`src/rtl/spi_pre_pkg.sv`:
```
package spi_pre_pkg;
    typedef enum logic {
        ST_IDLE  = 1'b0,
        ST_SHIFT = 1'b1
    } slv_state_t;
endpackage

```
`src/rtl/spi_pre_sync.sv`:
```
module spi_pre_sync #(
    parameter int          W      = 3,
    parameter int          STAGES = 2,
    parameter logic [W-1:0] RSTV  = '0
) (
    input  logic         clk,
    input  logic         rst_n,
    input  logic [W-1:0] d,
    output logic [W-1:0] q
);
    logic [W-1:0] chain [STAGES];

    generate
        for (genvar s = 0; s < STAGES; s++) begin : g_stage
            always_ff @(posedge clk or negedge rst_n) begin
                if (!rst_n)
                    chain[s] <= RSTV;
                else if (s == 0)
                    chain[s] <= d;
                else
                    chain[s] <= chain[(s == 0) ? 0 : s-1];
            end
        end
    endgenerate

    assign q = chain[STAGES-1];
endmodule

```
`src/rtl/spi_pre_edge.sv`:
```
module spi_pre_edge (
    input  logic clk,
    input  logic rst_n,
    input  logic lvl,
    output logic rise,
    output logic fall
);
    logic lvl_q;

    always_ff @(posedge clk or negedge rst_n) begin
        if (!rst_n) lvl_q <= 1'b0;
        else        lvl_q <= lvl;
    end

    assign rise = lvl & ~lvl_q;
    assign fall = ~lvl & lvl_q;
endmodule

```
`src/rtl/spi_pre_txbuf.sv`:
```
module spi_pre_txbuf #(
    parameter int DW = 8
) (
    input  logic          clk,
    input  logic          rst_n,
    input  logic          wr,
    input  logic [DW-1:0] wdata,
    input  logic          take,
    output logic          full,
    output logic [DW-1:0] data
);
    always_ff @(posedge clk or negedge rst_n) begin
        if (!rst_n) begin
            full <= 1'b0;
            data <= '0;
        end else begin
            if (wr) begin
                full <= 1'b1;
                data <= wdata;
            end else if (take) begin
                full <= 1'b0;
            end
        end
    end
endmodule

```
`src/rtl/spi_preload_slave.sv`:
```
module spi_preload_slave
    import spi_pre_pkg::*;
#(
    parameter int          DW          = 8,
    parameter int          SYNC_STAGES = 2,
    parameter logic [DW-1:0] SHREG_RST = '0
) (
    input  logic          clk,
    input  logic          rst_n,
    input  logic          sck_in,
    input  logic          mosi_in,
    input  logic          ss_n_in,
    input  logic          preload_en,
    input  logic          tx_wr,
    input  logic [DW-1:0] tx_data,
    output logic          tx_empty,
    output logic [DW-1:0] rx_data,
    output logic          rx_valid,
    output logic          miso_out,
    output logic          miso_oe
);
    localparam int CW = (DW > 1) ? $clog2(DW) : 1;
    localparam logic [CW-1:0] LAST_BIT = CW'(DW - 1);

    logic          sck_s, mosi_s, ss_s;
    logic          sck_rise, sck_fall;
    logic          buf_full;
    logic [DW-1:0] buf_data;
    logic          take_pre, take_bnd, take;

    slv_state_t    st, st_nx;
    logic [DW-1:0] shreg;
    logic [DW-1:0] rxsh;
    logic [CW-1:0] cnt;
    logic          byte_done;
    logic          preloaded;

    spi_pre_sync #(.W(3), .STAGES(SYNC_STAGES), .RSTV(3'b001)) u_sync (
        .clk   (clk),
        .rst_n (rst_n),
        .d     ({sck_in, mosi_in, ss_n_in}),
        .q     ({sck_s, mosi_s, ss_s})
    );

    spi_pre_edge u_edge (
        .clk   (clk),
        .rst_n (rst_n),
        .lvl   (sck_s),
        .rise  (sck_rise),
        .fall  (sck_fall)
    );

    spi_pre_txbuf #(.DW(DW)) u_txbuf (
        .clk   (clk),
        .rst_n (rst_n),
        .wr    (tx_wr),
        .wdata (tx_data),
        .take  (take),
        .full  (buf_full),
        .data  (buf_data)
    );

    // state register
    always_ff @(posedge clk or negedge rst_n) begin
        if (!rst_n) st <= ST_IDLE;
        else        st <= st_nx;
    end

    // next state: SEL_FALL and SEL_RISE
    always_comb begin
        st_nx = st;
        unique case (st)
            ST_IDLE:  if (!ss_s) st_nx = ST_SHIFT;
            ST_SHIFT: if (ss_s)  st_nx = ST_IDLE;
            default:  st_nx = ST_IDLE;
        endcase
    end

    assign take_pre = (st == ST_IDLE) && ss_s && preload_en && buf_full && !preloaded;
    assign take_bnd = (st == ST_SHIFT) && sck_fall && byte_done && buf_full;
    assign take     = take_pre | take_bnd;

    // datapath
    always_ff @(posedge clk or negedge rst_n) begin
        if (!rst_n) begin
            shreg     <= SHREG_RST;
            rxsh      <= '0;
            cnt       <= '0;
            byte_done <= 1'b0;
            preloaded <= 1'b0;
            rx_data   <= '0;
            rx_valid  <= 1'b0;
        end else begin
            rx_valid <= 1'b0;
            unique case (st)
                ST_IDLE: begin
                    cnt       <= '0;
                    byte_done <= 1'b0;
                    if (take_pre) begin
                        shreg     <= buf_data;
                        preloaded <= 1'b1;
                    end
                    if (!ss_s) preloaded <= 1'b0;
                end
                ST_SHIFT: begin
                    if (sck_rise) begin
                        rxsh <= {rxsh[DW-2:0], mosi_s};
                        if (cnt == LAST_BIT) begin
                            cnt       <= '0;
                            byte_done <= 1'b1;
                            rx_data   <= {rxsh[DW-2:0], mosi_s};
                            rx_valid  <= 1'b1;
                        end else begin
                            cnt <= cnt + 1'b1;
                        end
                    end
                    if (sck_fall) begin
                        byte_done <= 1'b0;
                        if (take_bnd)
                            shreg <= buf_data;
                        else
                            shreg <= {shreg[DW-2:0], shreg[DW-1]};
                    end
                end
                default: ;
            endcase
        end
    end

    // outputs
    always_comb begin
        tx_empty = !buf_full;
        miso_out = shreg[DW-1];
        unique case (st)
            ST_IDLE:  miso_oe = 1'b0;
            ST_SHIFT: miso_oe = 1'b1;
            default:  miso_oe = 1'b0;
        endcase
    end
endmodule

```
`config.mk`:
```
export PLATFORM = sky130hd
export DESIGN_NAME = spi_preload_slave
export DESIGN_NICKNAME = d
export VERILOG_FILES = /design/src/rtl/spi_pre_pkg.sv /design/src/rtl/spi_pre_sync.sv /design/src/rtl/spi_pre_edge.sv /design/src/rtl/spi_pre_txbuf.sv /design/src/rtl/spi_preload_slave.sv
export SDC_FILE = /design/constraint.sdc
export NUM_CORES = 1
export LEC_CHECK = 0
export BUFFER_PORTS_ARGS = -buffer_cell sky130_fd_sc_hd__buf_2
export CAP_MARGIN = 20
export CORE_ASPECT_RATIO = 0.8
export CORE_MARGIN = 1
export CORE_UTILIZATION = 58
export DETAILED_ROUTE_END_ITERATION = 6
export PLACE_DENSITY = 0.92
export SYNTH_ARGS = -nofsm -noshare
export SYNTH_HDL_FRONTEND = slang
export SYNTH_HIERARCHICAL = 1
export SYNTH_SLANG_ARGS = --single-unit
```
`constraint.sdc`:
```
create_clock -name clk -period 3.5 [get_ports clk]
set_clock_uncertainty 0.1 [all_clocks]
set_input_delay 0.525 -clock clk [delete_from_list [all_inputs] [get_ports clk]]
set_output_delay 0.525 -clock clk [all_outputs]
set_load 0.005 [all_outputs]
```
Word level (Yosys, flattened, before mapping)

Index checks and enable logic that the tools add are counted.

Add/subtract/negate cells: 1
Equal/unequal tests: 7
Muxes and demuxes: 20
Bitwise gates (word level): 6
Reductions and logical operators: 15

Operator list:

| operator                                                                | count |
|---|---|
| 8-bit two-way mux                                                       | 3 |
| 8-bit one-hot mux with 2 select lines                                   | 1 |
| 1-bit two-way mux                                                       | 11 |
| 2-bit inequality test, second input constant                            | 4 |
| 2-bit AND reduction                                                     | 4 |
| 1-bit logical AND                                                       | 7 |
| 3-bit two-way mux                                                       | 2 |
| 3-bit one-hot mux with 2 select lines                                   | 1 |
| 1-bit one-hot mux with 2 select lines                                   | 2 |
| 3-bit by 1-bit adder with 3-bit output, second input constant           | 1 |
| 3-bit == test, second input constant                                    | 1 |
| 3-bit by 2-bit inequality test with 1-bit output, second input constant | 1 |
| 3-bit inequality test, second input constant                            | 1 |
| 1-bit NOT                                                               | 3 |
| 3-bit AND reduction                                                     | 1 |
| 1-bit bitwise AND                                                       | 2 |
| 1-bit logical NOT                                                       | 2 |
| 2-bit nonzero test                                                      | 1 |
| 1-bit OR                                                                | 1 |

Bits in registers: 46
Input port bits: 15
Output and inout bits: 12
Logic and storage cells: 62

Longest topological paths before layout

Depth in word-level cells: 8
Gate-level depth with buffers: 6
Depth with buffers taken out: 5

Modules after synthesis

The synthesis kept the hierarchy.

Modules (own cells, without submodules):

| module            | times used | cells an instance | area an instance (um^2) | sequential area each (um^2) |
|---|---|---|---|---|
| spi_preload_slave | 1          | 96                | 1287.5                  | 750.7 |
| spi_pre_txbuf     | 1          | 20                | 369.1                   | 225.2 |
| spi_pre_sync      | 1          | 9                 | 175.2                   | 152.6 |
| spi_pre_edge      | 1          | 3                 | 40.0                    | 25.0 |

Worst setup path after synthesis

No wires, ideal clock.

Kind: register to register
From: register u_sync.chain, in the netlist u_sync/q[2]
To: register u_txbuf.full
Setup time: 119 ps
Arrival: 1298 ps
Required time: 3281 ps
Setup slack: 1983 ps
Cell stages (with the launch flop): 7
Path buffers: 1
Period minus slack after synthesis: 1517 ps
Cells stage by stage: dfrtp_1 -> buf_4 -> and2b_2 -> nand3_1 -> a21oi_4 -> inv_1 -> a21o_2

Word-level cells in the longest chain between the ends: 7

RTL lines:

| item                                | line                    | RTL |
|---|---|---|
| from (decl)                         | spi_pre_sync.sv:11      | `logic [W-1:0] chain [STAGES];` |
| from (signal, indexed assignment)   | spi_pre_sync.sv:21      | `chain[s] <= chain[(s == 0) ? 0 : s-1];` |
| 1-bit NOT                           | spi_pre_edge.sv:16      | `assign fall = ~lvl & lvl_q;` |
| 1-bit bitwise AND                   | spi_pre_edge.sv:16      |  |
| named net sck_fall                  | spi_preload_slave.sv:26 | `logic sck_rise, sck_fall;` |
| 1-bit logical AND (3 in series)     | spi_preload_slave.sv:80 | `assign take_bnd = (st == ST_SHIFT) && sck_fall && byte_done && buf_full;` |
| 1-bit OR                            | spi_preload_slave.sv:81 | `assign take = take_pre \| take_bnd;` |
| named net take                      | spi_preload_slave.sv:29 | `logic take_pre, take_bnd, take;` |
| 2-bit nonzero test (no source line) | -                       |  |
| to (signal assigned)                | spi_pre_txbuf.sv:14     | `full <= 1'b0;` |
| to (signal assigned)                | spi_pre_txbuf.sv:18     | `full <= 1'b1;` |
| to (signal assigned)                | spi_pre_txbuf.sv:21     | `full <= 1'b0;` |
| to (decl)                           | spi_pre_txbuf.sv:9      | `output logic full,` |

The timed path passes the listed nets, and every way through them passes these cells.
A chain may end at the register's enable or synchronous reset.

Final worst setup path

From: register u_sync.chain, in the netlist u_sync/q[2]
To: register rxsh[6]

Word-level cells in the longest chain between the ends: 2

RTL lines:

| item                                 | line                     | RTL |
|---|---|---|
| 1-bit bitwise AND                    | spi_pre_edge.sv:15       | `assign rise = lvl & ~lvl_q;` |
| named net sck_rise                   | spi_preload_slave.sv:26  |  |
| 2-bit AND reduction (no source line) | -                        |  |
| to (signal assigned)                 | spi_preload_slave.sv:107 | `rxsh <= {rxsh[DW-2:0], mosi_s};` |
| to (decl)                            | spi_preload_slave.sv:33  | `logic [DW-1:0] rxsh;` |

The timed path passes the listed nets, and every way through them passes these cells.

==> flow_metrics.tcl <==
set metrics [dict create \
    status "completed" \
    firstDrtPassIters 5 \
    coreArea_mm2 0.003085 \
    seqCellArea_mm2 0.001154 \
    r2r_cells 3 \
    rows 18 \
    cts_resized 0 \
    grt_setup_unrepaired "no" \
    clkTransAtPathRegs_ns 0.08 \
    fin_ws_ns 1.768 \
    maxCapViolCount 0 \
    post-route-period-util_pct 49.49 \
    whs_ns 0.2298 \
    final.min_clock_period_ns 1.732 \
    postCtsHoldBufs 0 \
    totalWireLength_um 2856 \
    crit_path_start "u_sync/q[2]" \
    vias 1051 \
    die_h_um 52.81 \
    dr.first_iter.drc_count 49 \
    cts_tree "built" \
    cp-endpoint "rxsh[6]" \
    vdd_drop_max_v 0.0003752 \
    placedCellCount 188 \
    grt_pass1_vias 1111 \
    pre_cts_slack_ns 1.752 \
    wl_per_cell_um 14.57 \
    clk_latency_ns 0.29 \
    fin_nets 172 \
    critical_path_arrival_ns 1.81 \
    maxSlewViolCount 0 \
    dieWidth_um 65.52 \
    syn_inst 128 \
    portBuffers 26 \
    grt_max_degree 47 \
    ys_ff_latch 46 \
    tightest_slew_ns 0.9567 \
    start_kind "flop" \
    multi_input_area_um2 589.3 \
    r2r_end "rxsh[6]" \
    dp_hpwl_um 2099 \
    setup_violations 0 \
    grt.total_usage_pct 20.20 \
    cp.required_ns 3.58 \
    start_util_pct 60.67 \
    post_cts_buffers 0 \
    postLayoutCoreUtil_pct 67.48 \
    yosysSeqAreaShare_pct 61.63 \
    hold_violations 0 \
    instances_no_fill 196 \
    yosysWarnings 6 \
    fillerInstances 211 \
    ios 27 \
    antenna_found_initial 0 \
    syn_avg_cell_area_um2 14.62 \
    syn_nets 145 \
    max_slew_margin_pct 36.22 \
    powerDensity_mw_per_mm2 522.7 \
    die-area_mm2 0.003460 \
    hp-class "in2reg" \
    worst_setup_path_end_kind "flop" \
    drc 0 \
    worst-r2r-setup-slack_ns 1.77 \
    synthDistinctLibCells 26 \
    drive_gt1_share_pct 41.03 \
    crit_fanout 7 \
    ant_nets 0 \
    finalSetupTns_ns 0 \
    leakage_nw 1.083 \
    clockBufferDepth 2 \
    cts_buffers 5 \
    overflow 0 \
    whs_path_depth 1 \
    synth_area_mm2 0.001872 \
    max_freq_mhz 577.3 \
    grt_pass1_wl_um 4933 \
    clockRootBuffer "clkbuf_8" \
    place_congestion 0.7394 \
    r2r-start "u_sync/q[2]" \
    diodes 0 \
    vias_per_cell 5.362 \
    synthToLayoutAreaGrowth_pct 11.23 \
    clock_sinks 46 \
    htree_levels 2 \
    worstSetupPathType "reg2reg" \
]
==> layer usage <==
metal | global-route usage (%) | vias up | part of all wire, %
met4 | 11.23 | 0 | 1.9
met5 | 0 | - | 0
met3 | 5.217 | 8 | 5.4
met2 | 31.44 | 37 | 49
li1 | - | 490 | -
met1 | 25.99 | 516 | 44
==> cells in the final DEF, fill, tap and decap left out, drive strengths merged <==
cell     count
mux2i        3
o22a         1
inv         21
a32oi        1
clkbuf       8
nand3        2
nor2         1
a21oi        3
and3b        1
a222oi       8
dfrtp       44
nor2b        4
ha           2
mux2        23
and2b        1
a21o         1
dfstp        2
nand2        2
nor3b        1
nand4bb      1
buf         26
==> metrics by stage <==
step | total power, mW | cell area, um2
detailed placement | 0.8047 | 2002
global route | 1.144 | 2082
floorplan | 0.7533 | 1872
global placement | 0.7861 | 2002
CTS | 1.097 | 2082
finish | 1.088 | 2082
==> cells by family (layout without fill, tap and decap cells) <==
family / count (synthesis) / after routing / synth area share (%)
mux: 26 / 26 / 17.05
flops: 46 / 46 / 61.63
buf+inv: 27 / 55 / 6.885
compound gates: 14 / 14 / 8.356
simple gates: 13 / 13 / 4.746
fa+ha+maj: 2 / 2 / 1.337
==> critical path, cell delays in order (launching register included) <==
cell     delay (ns)
dfrtp_1        0.36
nor2b_1        0.48
nand2_1        0.33
mux2_2         0.35
==> layout make-up <==
cell class / instances / area share (%)
flip-flops and latches: 46 / 55.41
multi-input cells: 55 / 28.31
repair buffers: 26 / 6.250
clock buffers: 8 / 3.846
inverters: 21 / 3.786
well taps: 40 / 2.404
==> synth_stat cells <==
cell type	n	area [um2]
and3b_2	1	10.01
dfstp_2	2	52.55
a21oi_1	1	5.000
buf_2	1	5.000
inv_1	21	78.83
mux2_4	8	120.1
a32oi_4	1	27.53
a21oi_4	1	16.27
and2b_2	1	8.760
nor3b_1	1	7.510
mux2i_1	3	30.03
a21oi_2	1	8.760
buf_6	2	22.52
a21o_2	1	8.760
nand3_1	1	5.000
nor2_1	1	3.750
nand3_2	1	10.01
a222oi_1	8	80.08
ha_1	2	25.02
nand2_1	2	7.510
nor2b_1	4	25.02
dfrtp_1	44	1101
buf_4	3	22.52
nand4bb_1	1	11.26
mux2_2	15	168.9
o22a_2	1	10.01
==> registers in the layout, summed over array words and instances (netlist names) <==
register,flops
rx_data,8
shreg,8
u_txbuf/data,8
rxsh,7
cnt,3
u_sync/chain,3
u_sync/q,3
byte_done,1
preloaded,1
rx_valid,1
st,1
u_edge/lvl_q,1
u_txbuf/full,1
==> worst min-delay path by stage <==
stage | from | to | slack, ns
floorplan | rst_n | byte_done | 0.13
global placement | u_sync/chain[4] | u_sync/q[1] | 0.24
detailed placement | u_sync/chain[5] | u_sync/q[2] | 0.24
CTS | ss_n_in | u_sync/chain[3] | 0.22
global route | ss_n_in | u_sync/chain[3] | 0.22
finish | ss_n_in | u_sync/chain[3] | 0.23
==> power breakdown <==
part | switching [mW] | internal [mW]
clock | 0.153 | 0.142
combinational | 0.0667 | 0.0755
sequential | 0.0430 | 0.608
total | 0.263 | 0.825
No activity file was read; power rests on OpenSTA's default activity.
